## config.mk

```make
export PLATFORM = sky130hd
export DESIGN_NAME = ddr_b2_sram
export DESIGN_NICKNAME = d
export VERILOG_FILES = /design/src/rtl/ddr_b2_pkg.sv /design/src/rtl/ddr_b2_slot_ctrl.sv /design/src/rtl/ddr_b2_wr_buf.sv /design/src/rtl/ddr_b2_array.sv /design/src/rtl/ddr_b2_rd_path.sv /design/src/rtl/ddr_b2_sram.sv
export SDC_FILE = /design/constraint.sdc
export NUM_CORES = 1
export LEC_CHECK = 0
export BUFFER_PORTS_ARGS = -buffer_cell sky130_fd_sc_hd__buf_2
export CAP_MARGIN = 20
export CORE_UTILIZATION = 57
export CTS_CLUSTER_DIAMETER = 50
export DETAILED_ROUTE_END_ITERATION = 10
export GPL_TIMING_DRIVEN = 0
export HOLD_SLACK_MARGIN = 0.02
export PLACE_DENSITY = 0.82
export RECOVER_POWER = 25
export SYNTH_ARGS = -nofsm -noshare
export SYNTH_HDL_FRONTEND = slang
export SYNTH_SLANG_ARGS = --single-unit
```

## constraint.sdc

```tcl
create_clock -name clk -period 2.49 [get_ports clk]
set_clock_uncertainty 0.15 [all_clocks]
set_input_delay 0.498 -clock clk [delete_from_list [all_inputs] [get_ports clk]]
set_output_delay 0.498 -clock clk [all_outputs]
set_load 0.01 [all_outputs]
```

## src/rtl/ddr_b2_pkg.sv

```systemverilog
package ddr_b2_pkg;

    // Kind of operation travelling down the command pipeline
    typedef enum logic [1:0] {
        OP_IDLE  = 2'd0,
        OP_READ  = 2'd1,
        OP_WRITE = 2'd2
    } op_e;

    // Pipeline stage index (0 = loaded on the command edge) at which each
    // beat acts; these fix the write-data and read-data timing.
    localparam int STG_WB0    = 1;
    localparam int STG_WB1    = 2;
    localparam int STG_RB0    = 3;
    localparam int STG_RB1    = 4;
    localparam int PIPE_DEPTH = STG_RB1 + 1;

endpackage

```

## src/rtl/ddr_b2_slot_ctrl.sv

```systemverilog
module ddr_b2_slot_ctrl #(
    parameter int AW = 5
) (
    input  logic          clk,
    input  logic          rst_n,
    input  logic          ld_n,
    input  logic          rw,
    input  logic [AW-1:0] addr,
    output logic          slot,
    output logic          wr_go,
    output logic          wr_beat,
    output logic [AW-1:0] wr_addr,
    output logic          rd_go,
    output logic          rd_beat,
    output logic [AW-1:0] rd_addr
);
    import ddr_b2_pkg::*;

    typedef struct packed {
        logic                           phase;
        op_e [PIPE_DEPTH-1:0]           kind;
        logic [PIPE_DEPTH-1:0][AW-1:0]  adr;
    } st_t;

    st_t st_d, st_q;

    always_comb begin
        st_d       = st_q;
        st_d.phase = ~st_q.phase;
        // a command is accepted only while the phase is zero
        if (!st_q.phase && !ld_n) begin
            st_d.kind[0] = rw ? OP_READ : OP_WRITE;
        end else begin
            st_d.kind[0] = OP_IDLE;
        end
        st_d.adr[0] = addr;
        for (int k = 1; k < PIPE_DEPTH; k++) begin
            st_d.kind[k] = st_q.kind[k-1];
            st_d.adr[k]  = st_q.adr[k-1];
        end
    end

    always_ff @(posedge clk or negedge rst_n) begin
        if (!rst_n) begin
            st_q <= '0;
        end else begin
            st_q <= st_d;
        end
    end

    // ops enter only every second edge, so two neighbouring stages never
    // both hold an op; beat position follows from the stage
    always_comb begin
        slot    = ~st_q.phase;
        wr_beat = (st_q.kind[STG_WB1] == OP_WRITE);
        wr_go   = wr_beat || (st_q.kind[STG_WB0] == OP_WRITE);
        wr_addr = wr_beat ? st_q.adr[STG_WB1] : st_q.adr[STG_WB0];
        rd_beat = (st_q.kind[STG_RB1] == OP_READ);
        rd_go   = rd_beat || (st_q.kind[STG_RB0] == OP_READ);
        rd_addr = rd_beat ? st_q.adr[STG_RB1] : st_q.adr[STG_RB0];
    end

endmodule

```

## src/rtl/ddr_b2_wr_buf.sv

```systemverilog
module ddr_b2_wr_buf #(
    parameter int AW = 5,
    parameter int DW = 8,
    parameter int GW = 4,
    localparam int NG = DW / GW
) (
    input  logic                   clk,
    input  logic                   rst_n,
    input  logic                   wr_go,
    input  logic                   wr_beat,
    input  logic [AW-1:0]          wr_addr,
    input  logic [NG-1:0]          bw_n,
    input  logic [DW-1:0]          dq_i,
    output logic                   cm_we,
    output logic [AW:0]            cm_word,
    output logic [DW-1:0]          cm_data,
    output logic [NG-1:0]          cm_en,
    output logic [1:0]             pend_vld,
    output logic [1:0][AW-1:0]     pend_adr,
    output logic [1:0][DW-1:0]     pend_dat,
    output logic [1:0][NG-1:0]     pend_en
);

    typedef struct packed {
        logic [1:0]             vld;
        logic [1:0][AW-1:0]     adr;
        logic [1:0][DW-1:0]     dat;
        logic [1:0][NG-1:0]     en;
    } st_t;

    st_t st_d, st_q;

    // a new beat replaces the entry of the same position; the old entry
    // is retired to the array on that same edge
    always_comb begin
        st_d = st_q;
        if (wr_go) begin
            st_d.vld[wr_beat] = 1'b1;
            st_d.adr[wr_beat] = wr_addr;
            st_d.dat[wr_beat] = dq_i;
            st_d.en[wr_beat]  = ~bw_n;
        end
    end

    always_ff @(posedge clk or negedge rst_n) begin
        if (!rst_n) begin
            st_q <= '0;
        end else begin
            st_q <= st_d;
        end
    end

    always_comb begin
        cm_we    = wr_go && st_q.vld[wr_beat] && (|st_q.en[wr_beat]);
        cm_word  = {st_q.adr[wr_beat], wr_beat};
        cm_data  = st_q.dat[wr_beat];
        cm_en    = st_q.en[wr_beat];
        pend_vld = st_q.vld;
        pend_adr = st_q.adr;
        pend_dat = st_q.dat;
        pend_en  = st_q.en;
    end

endmodule

```

## src/rtl/ddr_b2_array.sv

```systemverilog
module ddr_b2_array #(
    parameter int AW = 5,
    parameter int DW = 8,
    parameter int GW = 4,
    localparam int NG    = DW / GW,
    localparam int WORDS = 2 ** (AW + 1)
) (
    input  logic          clk,
    input  logic          we,
    input  logic [AW:0]   waddr,
    input  logic [DW-1:0] wdata,
    input  logic [NG-1:0] wen,
    input  logic [AW:0]   raddr,
    output logic [DW-1:0] rdata
);

    logic [DW-1:0] mem [WORDS];

    always_ff @(posedge clk) begin
        if (we) begin
            for (int g = 0; g < NG; g++) begin
                if (wen[g]) begin
                    mem[waddr][g*GW +: GW] <= wdata[g*GW +: GW];
                end
            end
        end
    end

    assign rdata = mem[raddr];

endmodule

```

## src/rtl/ddr_b2_rd_path.sv

```systemverilog
module ddr_b2_rd_path #(
    parameter int AW = 5,
    parameter int DW = 8,
    parameter int GW = 4,
    localparam int NG = DW / GW
) (
    input  logic               clk,
    input  logic               rst_n,
    input  logic               rd_go,
    input  logic               rd_beat,
    input  logic [AW-1:0]      rd_addr,
    input  logic [DW-1:0]      arr_q,
    input  logic [1:0]         pend_vld,
    input  logic [1:0][AW-1:0] pend_adr,
    input  logic [1:0][DW-1:0] pend_dat,
    input  logic [1:0][NG-1:0] pend_en,
    output logic [AW:0]        raddr,
    output logic [DW-1:0]      dq_o,
    output logic               dq_oe,
    output logic               qvld
);

    typedef struct packed {
        logic          vld;
        logic [DW-1:0] dat;
    } st_t;

    st_t st_d, st_q;
    logic          hit;
    logic [DW-1:0] merged;

    assign raddr = {rd_addr, rd_beat};
    assign hit   = pend_vld[rd_beat] && (pend_adr[rd_beat] == rd_addr);

    // nibble-wise forwarding of a write that has not reached the array
    for (genvar g = 0; g < NG; g++) begin : g_merge
        assign merged[g*GW +: GW] = (hit && pend_en[rd_beat][g])
                                  ? pend_dat[rd_beat][g*GW +: GW]
                                  : arr_q[g*GW +: GW];
    end

    always_comb begin
        st_d.vld = rd_go;
        st_d.dat = rd_go ? merged : '0;
    end

    always_ff @(posedge clk or negedge rst_n) begin
        if (!rst_n) begin
            st_q <= '0;
        end else begin
            st_q <= st_d;
        end
    end

    assign dq_o  = st_q.dat;
    assign dq_oe = st_q.vld;
    assign qvld  = st_q.vld;

endmodule

```

## src/rtl/ddr_b2_sram.sv

```systemverilog
module ddr_b2_sram #(
    parameter int AW = 5,
    parameter int DW = 8,
    parameter int GW = 4,
    localparam int NG = DW / GW
) (
    input  logic          clk,
    input  logic          rst_n,
    input  logic          ld_n,
    input  logic          rw,
    input  logic [AW-1:0] addr,
    input  logic [NG-1:0] bw_n,
    input  logic [DW-1:0] dq_i,
    output logic [DW-1:0] dq_o,
    output logic          dq_oe,
    output logic          qvld
);

    logic               slot;
    logic               wr_go, wr_beat, rd_go, rd_beat;
    logic [AW-1:0]      wr_addr, rd_addr;
    logic               cm_we;
    logic [AW:0]        cm_word, raddr;
    logic [DW-1:0]      cm_data, arr_q;
    logic [NG-1:0]      cm_en;
    logic [1:0]         pend_vld;
    logic [1:0][AW-1:0] pend_adr;
    logic [1:0][DW-1:0] pend_dat;
    logic [1:0][NG-1:0] pend_en;

    ddr_b2_slot_ctrl #(.AW(AW)) u_ctrl (
        .clk(clk), .rst_n(rst_n), .ld_n(ld_n), .rw(rw), .addr(addr),
        .slot(slot), .wr_go(wr_go), .wr_beat(wr_beat), .wr_addr(wr_addr),
        .rd_go(rd_go), .rd_beat(rd_beat), .rd_addr(rd_addr)
    );

    ddr_b2_wr_buf #(.AW(AW), .DW(DW), .GW(GW)) u_wbuf (
        .clk(clk), .rst_n(rst_n), .wr_go(wr_go), .wr_beat(wr_beat),
        .wr_addr(wr_addr), .bw_n(bw_n), .dq_i(dq_i),
        .cm_we(cm_we), .cm_word(cm_word), .cm_data(cm_data), .cm_en(cm_en),
        .pend_vld(pend_vld), .pend_adr(pend_adr), .pend_dat(pend_dat),
        .pend_en(pend_en)
    );

    ddr_b2_array #(.AW(AW), .DW(DW), .GW(GW)) u_mem (
        .clk(clk), .we(cm_we), .waddr(cm_word), .wdata(cm_data),
        .wen(cm_en), .raddr(raddr), .rdata(arr_q)
    );

    ddr_b2_rd_path #(.AW(AW), .DW(DW), .GW(GW)) u_rd (
        .clk(clk), .rst_n(rst_n), .rd_go(rd_go), .rd_beat(rd_beat),
        .rd_addr(rd_addr), .arr_q(arr_q), .pend_vld(pend_vld),
        .pend_adr(pend_adr), .pend_dat(pend_dat), .pend_en(pend_en),
        .raddr(raddr), .dq_o(dq_o), .dq_oe(dq_oe), .qvld(qvld)
    );

endmodule

```

==> results of run 1 <==
[repair_timing]
| action | CTS | global route |
|---|---|---|
| endpoints found under the hold margin | 104 | 0 |
| setup endpoints to repair | 1033 | 934 |
| cloned | 2 | 1 |
| gates resized for setup | 412 | 87 |
| hold buffers | 19 | 0 |
| buffers inserted | 29 | 32 |
| pin swaps | 21 | 24 |
[cells in the mapped netlist, types with 5 or more instances]
master     count  area, um^2
buf_6          5        56.3
xor2_1         7        61.3
nor4_1         5        31.3
nand3_1       19        95.1
a221oi_1       8        70.1
nand2b_1       8        50.1
nor2b_1       25         156
nand2_1      158         593
mux4_2        62        1400
clkbuf_1      24        90.1
a21oi_1       33         165
a32oi_1        8        70.1
a211oi_1      23         173
inv_1          8        30.0
o21ai_0       17        85.1
a31oi_1        7        43.8
nand4_1       13        81.3
a2111oi_0      6        52.6
or3_1          5        31.3
buf_2         37         185
a22oi_1        7        52.6
dfrtp_1       77        1930
mux2i_1      109        1090
o22ai_1       19         119
mux2_2        16         180
edfxtp_1     512       15400
nor2_1       160         601
nor3_1        15        75.1
buf_4         10        75.1
[layout make-up]
class                           instances  area [um^2]
Clock inverter                         28          324
Clock buffer                           81         1680
Buffer                                 73          856
Sequential cell                       589        17300
Inverter                                8         30.0
Timing Repair Buffer                  110          930
Fill cell                            2419        11900
Tap cell                              532          666
Multi-Input combinational cell        803         7280
[metrics by stage]
stage	cells	utilization (%)
3_5_place_dp	2040	59.9
5_1_grt	2224	71.0
4_1_cts	2193	69.6
6_report	2224	71.0
3_3_place_gp	2039	59.8
2_1_floorplan	1479	-
[where the power goes]
group | internal (mW) | switching (mW) | total (mW)
clock | 5.35 | 3.86 | 9.21
sequential | 11.3 | 0.153 | 11.4
combinational | 0.751 | 1.82 | 2.57
total | 17.4 | 5.83 | 23.2
[per-layer routing]
layer | track usage [%] | up-vias | routed length [um]
met2 | 54.4 | 1597 | 33900
met1 | 45.7 | 7720 | 25400
li1 | - | 6045 | -
met5 | 0 | - | 0
met4 | 21.3 | 0 | 6150
met3 | 12.5 | 447 | 11900
[flip-flops by register name, summed over array words and instances, names as in the netlist]
name,cells
u_mem.mem,512
u_ctrl.st_d,28
u_wbuf.pend_dat,16
u_wbuf.pend_adr,10
u_ctrl.st_q,8
u_rd.dq_o,8
u_wbuf.pend_en,4
u_wbuf.pend_vld,2
u_rd.dq_oe,1
[worst paths after layout]
kind,start,endpoint,slack [ns],cells after the start
setup / recovery,u_ctrl.st_d[22],u_rd.dq_o[6],-0.40,7
hold / removal,rst_n,u_rd.dq_o[1],0.18,2
setup reg to reg,u_ctrl.st_d[22],u_rd.dq_o[6],-0.40,7
hold reg to reg,u_ctrl.st_d[9],u_ctrl.st_d[14],0.19,0
max in group asynchronous,rst_n,u_ctrl.st_q[34],0.51,3
min in group clk,u_ctrl.st_d[9],u_ctrl.st_d[14],0.19,0
[cells by family after synthesis]
family	Yosys count	synth area share (%)
DFF	589	73.1
and+or+nand+nor	435	8.14
muxes	193	11.7
AOI/OAI and AO/OA	164	4.79
buffers and inverters	88	1.91
xor gates and xnor gates	10	0.370
==> results.yml, run 1 <==
timing:
  worst_slew_pin_slew_ns: 1.03
  setup_violations: 501
  final_hold_viol_count: 0
  rsz0062_at_grt: "yes"
  finalCriticalPeriod_ns: 2.89
  hold_ws_ns: 0.178
  max_slew_margin_pct: 31.3
  fmaxAchievable_ghz: 0.345
  post-route-period-util_pct: 116
  finalWorstSetupSlack_ns: -0.405
  slew_violations: 0
  tns_ns: -34.32
critical_path:
  critPathKind: "flip-flop to flip-flop"
  crit_path_cell_trace: "clkbuf_4 -> clkbuf_2 -> nor3_4 -> nand2_1 -> o21ai_1 -> nor3_4 -> a221oi_4"
  critPathBufInv: 2
  slowest_stage: "nor3_4"
  cp.required_ns: 2.83
  crit_fanout: 10
  end_kind: "flip-flop"
  critPathTopFamily: "simple AND/OR/NAND/NOR gates"
  max_stage_delay_ns: 0.59
  worstPathArrival_ns: 3.23
  crit_path_start_kind: "flip-flop"
  cpMostUsedCell: "nor3_4"
global_route:
  grt_use_total_pct: 36.2
  grt_max_degree: 74
  grt_pass1_wl_um: 105000
  overflow: 0
  grt_pass1_vias: 15200
  antenna_found_initial: 0
route:
  drtIter0Drc: 2588
  vias: 15800
  routed_wl_um: 77400
  avgRoutedWirePerCell_um: 34.8
  via_per_inst: 7.11
  dr.pass1.iters: 8
  drc: 0
  drtAntennaViolNets: 0
clocking:
  clkLatencyLatePin_ns: 0.63
  cts_tree: "yes"
  cts_buffer_depth: 3
  clk_pin_slew_ns: 0.06
  numCtsBuffers: 58
  cts_root_buf: "clkbuf_16"
  clock_sinks: 589
  htreeDepth: 2
die:
  core-area_um2: 40900
  fp.dieW_um: 206
  die_area_um2: 42300
  start_util_pct: 57.8
  row_count: 74
  io_pins: 29
  dieHeight_um: 206
cells_and_area:
  design_area_um2: 29100
  syn_to_final_growth_pct: 22.8
  final_layout_size_suffix_gt1_share_pct: 34.6
  layout_common_cells: "edfxtp_1, nand2_1, nor2_2"
  diodes: 0
  final_common_cell: "edfxtp_1"
  finalNetCount: 1662
synth:
  ys_warn_count: 0
  synth_async_sr_flop_share_pct: 13.1
  synth_edf_count: 512
  synth_cell_types: 70
  syn_nets: 1498
  syn_inst: 1479
  syn_area_um2: 23700
  synth-seq-cells: 589
  synth.avg_cell_area_um2: 16.0
  synth-main-ff-cell: "edfxtp_1"
  synth-seq-area-share_pct: 73.1
min_path:
  hp-class: "input pin to asynchronous set/reset pin"
power_and_ir_drop:
  ir_drop_uv: 607
  power_mw: 23.2
  leakagePower_nw: 9.90
  powerDensity_nw_per_um2: 798
placed_design:
  placed_cell_area_um2: 24500
  dp_hpwl_um: 46200
  numPortBuffers: 28
  post-place-ws_ns: -1.44
  gp_congestion: 1.04
flow_run:
  drv_cap: 0
status:
  status: "finished, violations left"
  violations: "negative setup slack"
Power figures use the tool's default switching activity.
==> inputs of run 2 (changes only) <==
--- a/config.mk
+++ b/config.mk
@@ -12,7 +12,7 @@
 export DETAILED_ROUTE_END_ITERATION = 10
 export GPL_TIMING_DRIVEN = 0
 export HOLD_SLACK_MARGIN = 0.02
-export PLACE_DENSITY = 0.82
+export PLACE_DENSITY_LB_ADDON = 0.05
 export RECOVER_POWER = 25
 export SYNTH_ARGS = -nofsm -noshare
 export SYNTH_HDL_FRONTEND = slang
==> results.yml, run 2 (same netlist as run 1, synthesis figures left out) <==
cells_and_area:
  largest_register_ffs: 512
  final_layout_size_suffix_gt1_share_pct: 36.4
  layout_common_cells: "edfxtp_1, nand2_1, nor2_2"
  final_common_cell: "edfxtp_1"
  fin_util_pct: 71.7
  syn_to_final_growth_pct: 24.0
  top_register: "u_mem.mem"
  finalNetCount: 1674
  final_cell_count_no_fill: 2236
  design_area_um2: 29300
global_route:
  grt_use_total_pct: 37.7
  grt_pass1_wl_um: 108000
  overflow: 0
  grt_pass1_vias: 14300
  grt_max_degree: 53
  antenna_found_initial: 1
critical_path:
  critPathBufInv: 3
  worstPathArrival_ns: 3.17
  cp.required_ns: 2.85
  cpMostUsedCell: "buf_12"
  startpoint: "u_ctrl.st_q[34]"
  critPathKind: "flip-flop to flip-flop"
  critPathTopFamily: "compound AO/OA/AOI/OAI gates"
  crit_path_start_kind: "flip-flop"
  rrSetupSlack_ns: -0.32
  timing.rr.end: "u_rd.dq_o[6]"
  endpoint: "u_rd.dq_o[6]"
  max_stage_delay_ns: 0.41
  crit_path_cell_trace: "nand2b_4 -> mux2_4 -> buf_12 -> buf_12 -> buf_12 -> mux2i_2 -> a211oi_2 -> nand3_2 -> a221oi_2"
  crit_fanout: 6
  worstRegToRegCells: 9
  end_kind: "flip-flop"
  r2r_start: "u_ctrl.st_q[34]"
  path_depth: 9
  slowest_stage: "dfrtp_2"
route:
  via_per_inst: 6.70
  vias: 15000
  drc: 0
  routed_wl_um: 77700
  drtAntennaViolNets: 0
  dr.pass1.iters: 5
  drtIter0Drc: 1961
  avgRoutedWirePerCell_um: 34.7
min_path:
  hp-start: "u_ctrl.st_d[7]"
  hp-class: "flip-flop to flip-flop"
status:
  status: "finished, violations left"
  violations: "negative setup slack"
timing:
  hold_ws_ns: 0.203
  setup_violations: 608
  fmaxAchievable_ghz: 0.356
  tns_ns: -35.53
  final_hold_viol_count: 0
  max_slew_margin_pct: 6.00
  rsz0062_at_grt: "yes"
  slew_violations: 0
  post-route-period-util_pct: 113
  finalWorstSetupSlack_ns: -0.321
  finalCriticalPeriod_ns: 2.81
  worst_slew_pin_slew_ns: 1.41
placed_design:
  numPortBuffers: 28
  dp.cells: 2050
  dp_hpwl_um: 53500
  gp_congestion: 1.00
  placed_cell_area_um2: 24700
clocking:
  numCtsBuffers: 59
  htreeDepth: 2
  clock_sinks: 589
  clk_pin_slew_ns: 0.06
  clkLatencyLatePin_ns: 0.63
  cts_root_buf: "clkbuf_16"
  cts_tree: "yes"
  cts_buffer_depth: 3
die:
  row_count: 74
  core-area_um2: 40900
  start_util_pct: 57.8
  fp.dieW_um: 206
  die_area_um2: 42300
  dieHeight_um: 206
  io_pins: 29
power_and_ir_drop:
  leakagePower_nw: 9.94
  ir_drop_uv: 749
  powerDensity_nw_per_um2: 771
flow_run:
  drv_cap: 0
## run 2: cell types whose count changed in the layout (fill, tap and decap cells not counted), moves of 9 or more
cell      delta
nand2_8      -9
mux2i_2     +10
mux2i_1     -16
buf_6        -9
buf_12      +16
clkinv_1    +10
## run 2: per-layer routing
metal,part of all wire [%],GRT usage [%],vias to the layer above
met1,40,56.4,7692
met3,11,7.33,177
li1,-,-,6078
met5,0,0,-
met2,44,55.4,1033
met4,4.4,13.7,0
## run 2: final cells by class
| class | count | area (um^2) |
|---|---|---|
| Antenna cell | 1 | 2.50 |
| Buffer | 73 | 893 |
| Clock buffer | 72 | 1550 |
| Clock inverter | 37 | 289 |
| Fill cell | 2675 | 11600 |
| Inverter | 8 | 30.0 |
| Multi-Input combinational cell | 802 | 7430 |
| Sequential cell | 589 | 17300 |
| Tap cell | 532 | 666 |
| Timing Repair Buffer | 122 | 1170 |
## run 2: where the power goes
| group | leakage [nW] | total [mW] | switching (mW) | internal (mW) |
|---|---|---|---|---|
| registers | 5.55 | 11.4 | 0.137 | 11.3 |
| logic | 3.49 | 2.68 | 1.83 | 0.853 |
| clock network | 0.908 | 8.54 | 3.72 | 4.82 |
| total | 9.94 | 22.6 | 5.69 | 16.9 |
## run 2: repair_timing
item                        CTS  global route
setup endpoints to repair  1033           363
setup buffers                28            34
hold endpoints to repair    102             0
gates cloned                  1             1
pin swaps                    25            36
gates resized for setup     402           150
hold buffers                 19             0
## run 2: worst min path at each step
stage | slack [ns] | to | cells after the start
floorplan | 0.05 | u_ctrl.st_d[10] | 0
CTS | 0.17 | u_ctrl.st_d[7] | 2
detailed placement | 0.19 | u_ctrl.st_d[11] | 0
finish | 0.20 | u_ctrl.st_d[12] | 0
global route | 0.21 | u_ctrl.st_d[12] | 0
global placement | 0.18 | u_ctrl.st_d[13] | 0
## run 2: metrics by stage
| step | power (mW) | worst slack (ns) |
|---|---|---|
| after floorplan | 12.6 | 0.245 |
| after global placement | 13.5 | -2.08 |
| after detailed placement | 13.7 | -2.03 |
| after CTS | 22.4 | -0.254 |
| after global routing | 23.1 | -0.337 |
| final | 22.6 | -0.321 |
